`config.mk`:
```
export PLATFORM = sky130hd
export DESIGN_NAME = ledfault_seq
export DESIGN_NICKNAME = d
export VERILOG_FILES = /design/src/rtl/lfs_pkg.sv /design/src/rtl/lfs_pattern.sv /design/src/rtl/lfs_lowtimer.sv /design/src/rtl/lfs_capture.sv /design/src/rtl/ledfault_seq.sv
export SDC_FILE = /design/constraint.sdc
export NUM_CORES = 1
export LEC_CHECK = 0
export BUFFER_PORTS_ARGS = -buffer_cell sky130_fd_sc_hd__buf_2
export CAP_MARGIN = 0
export CORE_MARGIN = 2
export CORE_UTILIZATION = 25
export DETAILED_ROUTE_END_ITERATION = 8
export GPL_ROUTABILITY_DRIVEN = 0
export GPL_TIMING_DRIVEN = 1
export MAX_ROUTING_LAYER = met4
export PLACE_DENSITY = 0.5
export SYNTH_ARGS = -nofsm -noshare
export SYNTH_HDL_FRONTEND = slang
export SYNTH_SLANG_ARGS = --single-unit
```
`constraint.sdc`:
```
create_clock -name clk -period 2.6 [get_ports clk]
set_input_delay 0.39 -clock clk [delete_from_list [all_inputs] [get_ports clk]]
set_output_delay 0.39 -clock clk [all_outputs]
set_load 0.01 [all_outputs]
```
`src/rtl/lfs_pkg.sv`:
```
package lfs_pkg;
    typedef enum logic [2:0] {
        ST_IDLE,
        ST_ENTER,
        ST_DETECT,
        ST_READ,
        ST_EXIT,
        ST_DONE
    } lfs_state_e;
endpackage

```
`src/rtl/lfs_pattern.sv`:
```
module lfs_pattern #(
    parameter int          LEN      = 5,
    parameter logic [LEN-1:0] ENTER_LE = 5'b01000,
    parameter logic [LEN-1:0] ENTER_OE = 5'b11101,
    parameter logic [LEN-1:0] EXIT_LE  = 5'b00000,
    parameter logic [LEN-1:0] EXIT_OE  = 5'b11101,
    localparam int IW = (LEN > 1) ? $clog2(LEN) : 1
) (
    input  logic          sel_exit,
    input  logic [IW-1:0] idx,
    output logic          le,
    output logic          oe
);
    always_comb begin
        if (sel_exit) begin
            le = EXIT_LE[idx];
            oe = EXIT_OE[idx];
        end else begin
            le = ENTER_LE[idx];
            oe = ENTER_OE[idx];
        end
    end
endmodule

```
`src/rtl/lfs_lowtimer.sv`:
```
module lfs_lowtimer #(
    parameter int MIN_LOW_CYC = 100,
    parameter int MIN_EDGES   = 3,
    localparam int CW = $clog2(MIN_LOW_CYC + 1),
    localparam int EW = $clog2(MIN_EDGES + 1)
) (
    input  logic clk,
    input  logic rst_n,
    input  logic run,
    input  logic rise,
    output logic met
);
    typedef struct packed {
        logic [CW-1:0] cnt;
        logic [EW-1:0] edges;
    } lt_t;

    lt_t r_d, r_q;

    always_comb begin
        r_d = r_q;
        if (!run) begin
            r_d.cnt   = '0;
            r_d.edges = '0;
        end else begin
            if (r_q.cnt < CW'(MIN_LOW_CYC)) r_d.cnt = r_q.cnt + 1'b1;
            if (rise && r_q.edges < EW'(MIN_EDGES)) r_d.edges = r_q.edges + 1'b1;
        end
    end

    // cnt holds cycles before the current one, so MIN-1 includes it
    assign met = (r_q.cnt >= CW'(MIN_LOW_CYC - 1)) && (r_q.edges >= EW'(MIN_EDGES));

    always_ff @(posedge clk or negedge rst_n) begin
        if (!rst_n) r_q <= '0;
        else        r_q <= r_d;
    end

    AST_LOW_TIME: assert property (@(posedge clk) disable iff (!rst_n)
        $fell(run) |-> ($past(r_q.cnt) >= CW'(MIN_LOW_CYC - 1)));
    AST_LOW_EDGES: assert property (@(posedge clk) disable iff (!rst_n)
        $fell(run) |-> ($past(r_q.edges) >= EW'(MIN_EDGES)));
endmodule

```
`src/rtl/lfs_capture.sv`:
```
module lfs_capture #(
    parameter int FW = 16
) (
    input  logic          clk,
    input  logic          rst_n,
    input  logic          shift,
    input  logic          bit_in,
    input  logic          load,
    output logic [FW-1:0] fault
);
    typedef struct packed {
        logic [FW-1:0] sh;
        logic [FW-1:0] fv;
    } cap_t;

    cap_t c_d, c_q;

    always_comb begin
        c_d = c_q;
        if (shift) c_d.sh = {c_q.sh[FW-2:0], bit_in};
        if (load)  c_d.fv = c_q.sh;
    end

    assign fault = c_q.fv;

    always_ff @(posedge clk or negedge rst_n) begin
        if (!rst_n) c_q <= '0;
        else        c_q <= c_d;
    end

    AST_SHIFT_IN: assert property (@(posedge clk) disable iff (!rst_n)
        shift |=> (c_q.sh[0] == $past(bit_in)));
    AST_FAULT_HOLD: assert property (@(posedge clk) disable iff (!rst_n)
        !load |=> $stable(fault));
endmodule

```
`src/rtl/ledfault_seq.sv`:
```
module ledfault_seq
    import lfs_pkg::*;
#(
    parameter int FW          = 16,
    parameter int MIN_LOW_CYC = 100,
    parameter int MIN_EDGES   = 3,
    parameter int LEN         = 5,
    parameter logic [LEN-1:0] ENTER_LE = 5'b01000,
    parameter logic [LEN-1:0] ENTER_OE = 5'b11101,
    parameter logic [LEN-1:0] EXIT_LE  = 5'b00000,
    parameter logic [LEN-1:0] EXIT_OE  = 5'b11101
) (
    input  logic          clk,
    input  logic          rst_n,
    input  logic          trig,
    input  logic          sdo,
    output logic          drv_clk,
    output logic          drv_le,
    output logic          drv_oe,
    output logic          drv_sdi,
    output logic [FW-1:0] fault,
    output logic          done,
    output logic          busy
);
    localparam int PW = (LEN > 1) ? $clog2(LEN) : 1;
    localparam int MX = (LEN > FW) ? LEN : FW;
    localparam int IW = $clog2(MX);

    typedef struct packed {
        lfs_state_e    st;
        logic          ph;
        logic [IW-1:0] idx;
    } seq_t;

    seq_t s_d, s_q;
    logic met, pat_le, pat_oe, shift, load;

    always_comb begin
        s_d   = s_q;
        shift = 1'b0;
        load  = 1'b0;
        unique case (s_q.st)
            ST_IDLE: begin
                if (trig) begin
                    s_d.st  = ST_ENTER;
                    s_d.ph  = 1'b0;
                    s_d.idx = '0;
                end
            end
            ST_ENTER, ST_EXIT: begin
                s_d.ph = ~s_q.ph;
                if (s_q.ph) begin
                    if (s_q.idx == IW'(LEN - 1)) begin
                        s_d.idx = '0;
                        if (s_q.st == ST_ENTER) begin
                            s_d.st = ST_DETECT;
                        end else begin
                            s_d.st = ST_DONE;
                            load   = 1'b1;
                        end
                    end else begin
                        s_d.idx = s_q.idx + 1'b1;
                    end
                end
            end
            ST_DETECT: begin
                s_d.ph = ~s_q.ph;
                if (s_q.ph && met) begin
                    s_d.st  = ST_READ;
                    s_d.ph  = 1'b0;
                    s_d.idx = '0;
                end
            end
            ST_READ: begin
                s_d.ph = ~s_q.ph;
                shift  = ~s_q.ph;
                if (s_q.ph) begin
                    if (s_q.idx == IW'(FW - 1)) begin
                        s_d.st  = ST_EXIT;
                        s_d.idx = '0;
                    end else begin
                        s_d.idx = s_q.idx + 1'b1;
                    end
                end
            end
            ST_DONE: begin
                s_d.st  = ST_IDLE;
                s_d.ph  = 1'b0;
                s_d.idx = '0;
            end
            default: s_d.st = ST_IDLE;
        endcase
    end

    always_ff @(posedge clk or negedge rst_n) begin
        if (!rst_n) begin
            s_q.st  <= ST_IDLE;
            s_q.ph  <= 1'b0;
            s_q.idx <= '0;
        end else begin
            s_q <= s_d;
        end
    end

    lfs_pattern #(
        .LEN(LEN), .ENTER_LE(ENTER_LE), .ENTER_OE(ENTER_OE),
        .EXIT_LE(EXIT_LE), .EXIT_OE(EXIT_OE)
    ) u_pat (
        .sel_exit (s_q.st == ST_EXIT),
        .idx      (s_q.idx[PW-1:0]),
        .le       (pat_le),
        .oe       (pat_oe)
    );

    lfs_lowtimer #(.MIN_LOW_CYC(MIN_LOW_CYC), .MIN_EDGES(MIN_EDGES)) u_low (
        .clk   (clk),
        .rst_n (rst_n),
        .run   (s_q.st == ST_DETECT),
        .rise  (~s_q.ph),
        .met   (met)
    );

    lfs_capture #(.FW(FW)) u_cap (
        .clk    (clk),
        .rst_n  (rst_n),
        .shift  (shift),
        .bit_in (sdo),
        .load   (load),
        .fault  (fault)
    );

    always_comb begin
        drv_clk = 1'b0;
        drv_le  = 1'b0;
        drv_oe  = 1'b1;
        unique case (s_q.st)
            ST_ENTER, ST_EXIT: begin
                drv_clk = s_q.ph;
                drv_le  = pat_le;
                drv_oe  = pat_oe;
            end
            ST_DETECT: begin
                drv_clk = s_q.ph;
                drv_oe  = 1'b0;
            end
            ST_READ: drv_clk = s_q.ph;
            default: ;
        endcase
    end

    assign drv_sdi = 1'b0;
    assign done    = (s_q.st == ST_DONE);
    assign busy    = (s_q.st != ST_IDLE);

    AST_DONE_PULSE: assert property (@(posedge clk) disable iff (!rst_n)
        done |=> !done);
    AST_TRIG_BUSY: assert property (@(posedge clk) disable iff (!rst_n)
        (trig && busy && !done) |=> busy);
    AST_DONE_IDLE: assert property (@(posedge clk) disable iff (!rst_n)
        done |=> (!busy && drv_oe && !drv_clk));
    AST_DETECT_OE: assert property (@(posedge clk) disable iff (!rst_n)
        (s_q.st == ST_DETECT) |-> !drv_oe);
    AST_READ_OE: assert property (@(posedge clk) disable iff (!rst_n)
        ((s_q.st == ST_READ) && $rose(drv_clk)) |-> (drv_oe && !drv_le));
    AST_START: assert property (@(posedge clk) disable iff (!rst_n)
        (trig && !busy) |=> (busy && !drv_clk));
endmodule

```
==> metrics.txt <==
share of cells above drive strength 1=36.1%; critical path required time=2210 ps; # H-tree levels=2; YS warnings=0; Clk Latency, worst-skew pair=300 ps; DIE HEIGHT=102 µm; clock transition at the registers of the reported paths=90 ps; Detail Route Antenna Nets=0; PortBufs=24; drt pass-1 iters=4; crit share post-route=78.0%; Setup violations, final=0; crit end category=primary output; initial antenna violation count=0; top-level port count=26; Multi-input gate area=978 µm²; CORE AREA=9240 µm²; width of the die=102 µm; vias in the first global route=1473; Worst Max-Slew Pin Slew=530 ps; routed vias/inst=4.35; fin cells=334; setup TNS=0 ps; synth top area cells=dfrtp_1 51%, mux2_2 16%, buf_4 5.7%, ha_1 3.1%, nor2_1 1.9%; sequential area share after synthesis=51.3%; top-count cell post-synth=dfrtp_1; P_sw=273 µW; share of the synthesized area in the top cell type=51.3%; min cycle time layout=2030 ps; Starting Density=25.9%; asr flop ratio synth=100%; max_slew headroom=64.7%; largest net degree at the start of global routing=28; Post-synth top cells=49 x dfrtp_1, 34 x mux2_2, 18 x buf_4; Global Route Usage Sum=9.31%; Int Power=1050 µW; CTS tree=yes; Root Buffer=clkbuf_8; reg2reg setup slack=620 ps; CTS buffer count=5; post-synth top area cell=dfrtp_1; top_reg_cell synth=dfrtp_1; Iteration-0 DRC Markers=29; fmax=0.493 GHz; Final Total Pwr=1330 µW; Hold WS=60.1 ps; postcts setup bufs=0; post-DR wirelength/cell=12.5 µm; Cell Area, Synth=2390 µm²; Hold Path Class=in -> async; filler instances=949; Hold Vio Cnt, Final=0; Yosys cell types=45; Mapped Cells=194; Comb pwr share=1.5%; P per Cell Area=503 nW/µm²; clk buf depth=2; Routed Wire Length=4.19 mm; RSZ-0062 raised after global routing=false; worst-path fanout max=11; CP Launch Type=register; cts repair resizes=0; Area growth, synth to finish=10.4%; first-pass GRT wire length=7.29 mm; Seq. cell area=1230 µm²; sequential power share=57.4%; clock power share=41.1%; placed cell count=326; die area=10400 µm²; FF+latch count, synth=49; critical path arrival=1640 ps; gr ovfl total=0; number of synthesized flops with an enable pin=0; Avg Cell Area, Syn=12.3 µm²; Site Rows=35; Layout Skew=7.68 ps; VDD IR-drop max=213 µV; status=completed; syn_nets=204; CTS Hold Bufs=0; Sink Count=49; Final Max Slew Viols=0; dpl hpwl=2.97 mm; # diodes=0; nets=214; via count=1452; leakage power=0.00124 µW; # Max-Cap Violations=0; Net Sw Frac=20.6%; DRC Markers=0; kind of critical path=reg -> out
## layer usage
| layer | global-route usage, % | wire length, µm | vias to the layer above |
|---|---|---|---|
| li1 | - | - | 692 |
| met1 | 12.0 | 1930 | 733 |
| met2 | 13.9 | 2010 | 21 |
| met3 | 3.04 | 212 | 6 |
| met4 | 2.81 | 33 | 0 |
| met5 | - | 0 | - |
## critical path: stages, from the launching register on
cell and delay, ps:
dfrtp_1 550, or3b_4 470, nand2_1 90, and2_1 120
buf_2 120
## through the flow
step | setup slack (ps) | utilization [%] | cell area, µm²
6_report | 571 | 28.6 | 2640
4_1_cts | 532 | 28.6 | 2640
5_1_grt | 437 | 28.6 | 2640
3_3_place_gp | 619 | 27.4 | 2530
3_5_place_dp | 609 | 27.4 | 2530
2_1_floorplan | 761 | - | 2390
## placed cells by master (no fill, tap or decap), types with 2 or more instances in the layout
master and count:
xnor2_1 3, nor2_1 12, clkbuf_8 5, xor2_1 3, nor4bb_1 2, and3_1 2
a311oi_1 2, nand2_1 7, ha_1 6, nand2b_1 3, o21ai_0 2, a21oi_1 4
a211o_1 3, buf_2 24, mux2i_1 3, or2_2 2, buf_4 3, o221ai_1 2
mux2_2 34, inv_1 5, a31oi_1 2, nand4_1 2, dfrtp_1 49, o211ai_1 2
## final timing paths
kind | start | end | cells past startpoint
worst max-delay path | s_q[7]$_DFFE_PN0P_ | drv_clk | 4
worst min-delay path | rst_n | u_cap.fault[10]$_DFFE_PN0P_ | 1
worst max register to register | s_q[7]$_DFFE_PN0P_ | u_cap.fault[12]$_DFFE_PN0P_ | 4
worst min register to register | u_cap.fault[11]$_DFFE_PN0P_ | u_cap.fault[11]$_DFFE_PN0P_ | 1
max in group asynchronous | rst_n | u_low.r_q[3]$_DFFE_PN0P_ | 2
min in group clk | sdo | u_cap.c_q[16]$_DFFE_PN0P_ | 2
## final cells by class
class,instances,area share [%]
Multi-Input combinational cell,116,37.1
Sequential cell,49,46.5
Clock buffer,6,2.75
Clock inverter,2,1.47
Inverter,5,0.711
Tap cell,129,6.12
Timing Repair Buffer,27,5.41
## sequential cells by signal (all words and copies together) (netlist names)
name and flops:
s_q 8, u_low.r_q 9, u_cap.fault 16, u_cap.c_q 16
## power by group through the flow
stage	registers, µW	logic [µW]	clock network (µW)
finish	761	19.6	546
global route	762	24.2	602
CTS	761	21.7	569
detailed placement	777	21.8	0
global placement	777	21.2	0
floorplan	777	2.18	0
## kinds of logic after synthesis
family | count (synthesis) | synth area share [%]
flip-flops | 49 | 51.3
AND/OR/NAND/NOR | 42 | 10.8
multiplexers | 37 | 17.3
buffers and inverters | 29 | 7.80
AO/OA/AOI/OAI | 24 | 7.38
adder cells (fa/ha/maj) | 6 | 3.14
XOR/XNOR | 6 | 2.20
other | 1 | 0.157
No activity file was read; power rests on OpenSTA's default activity.
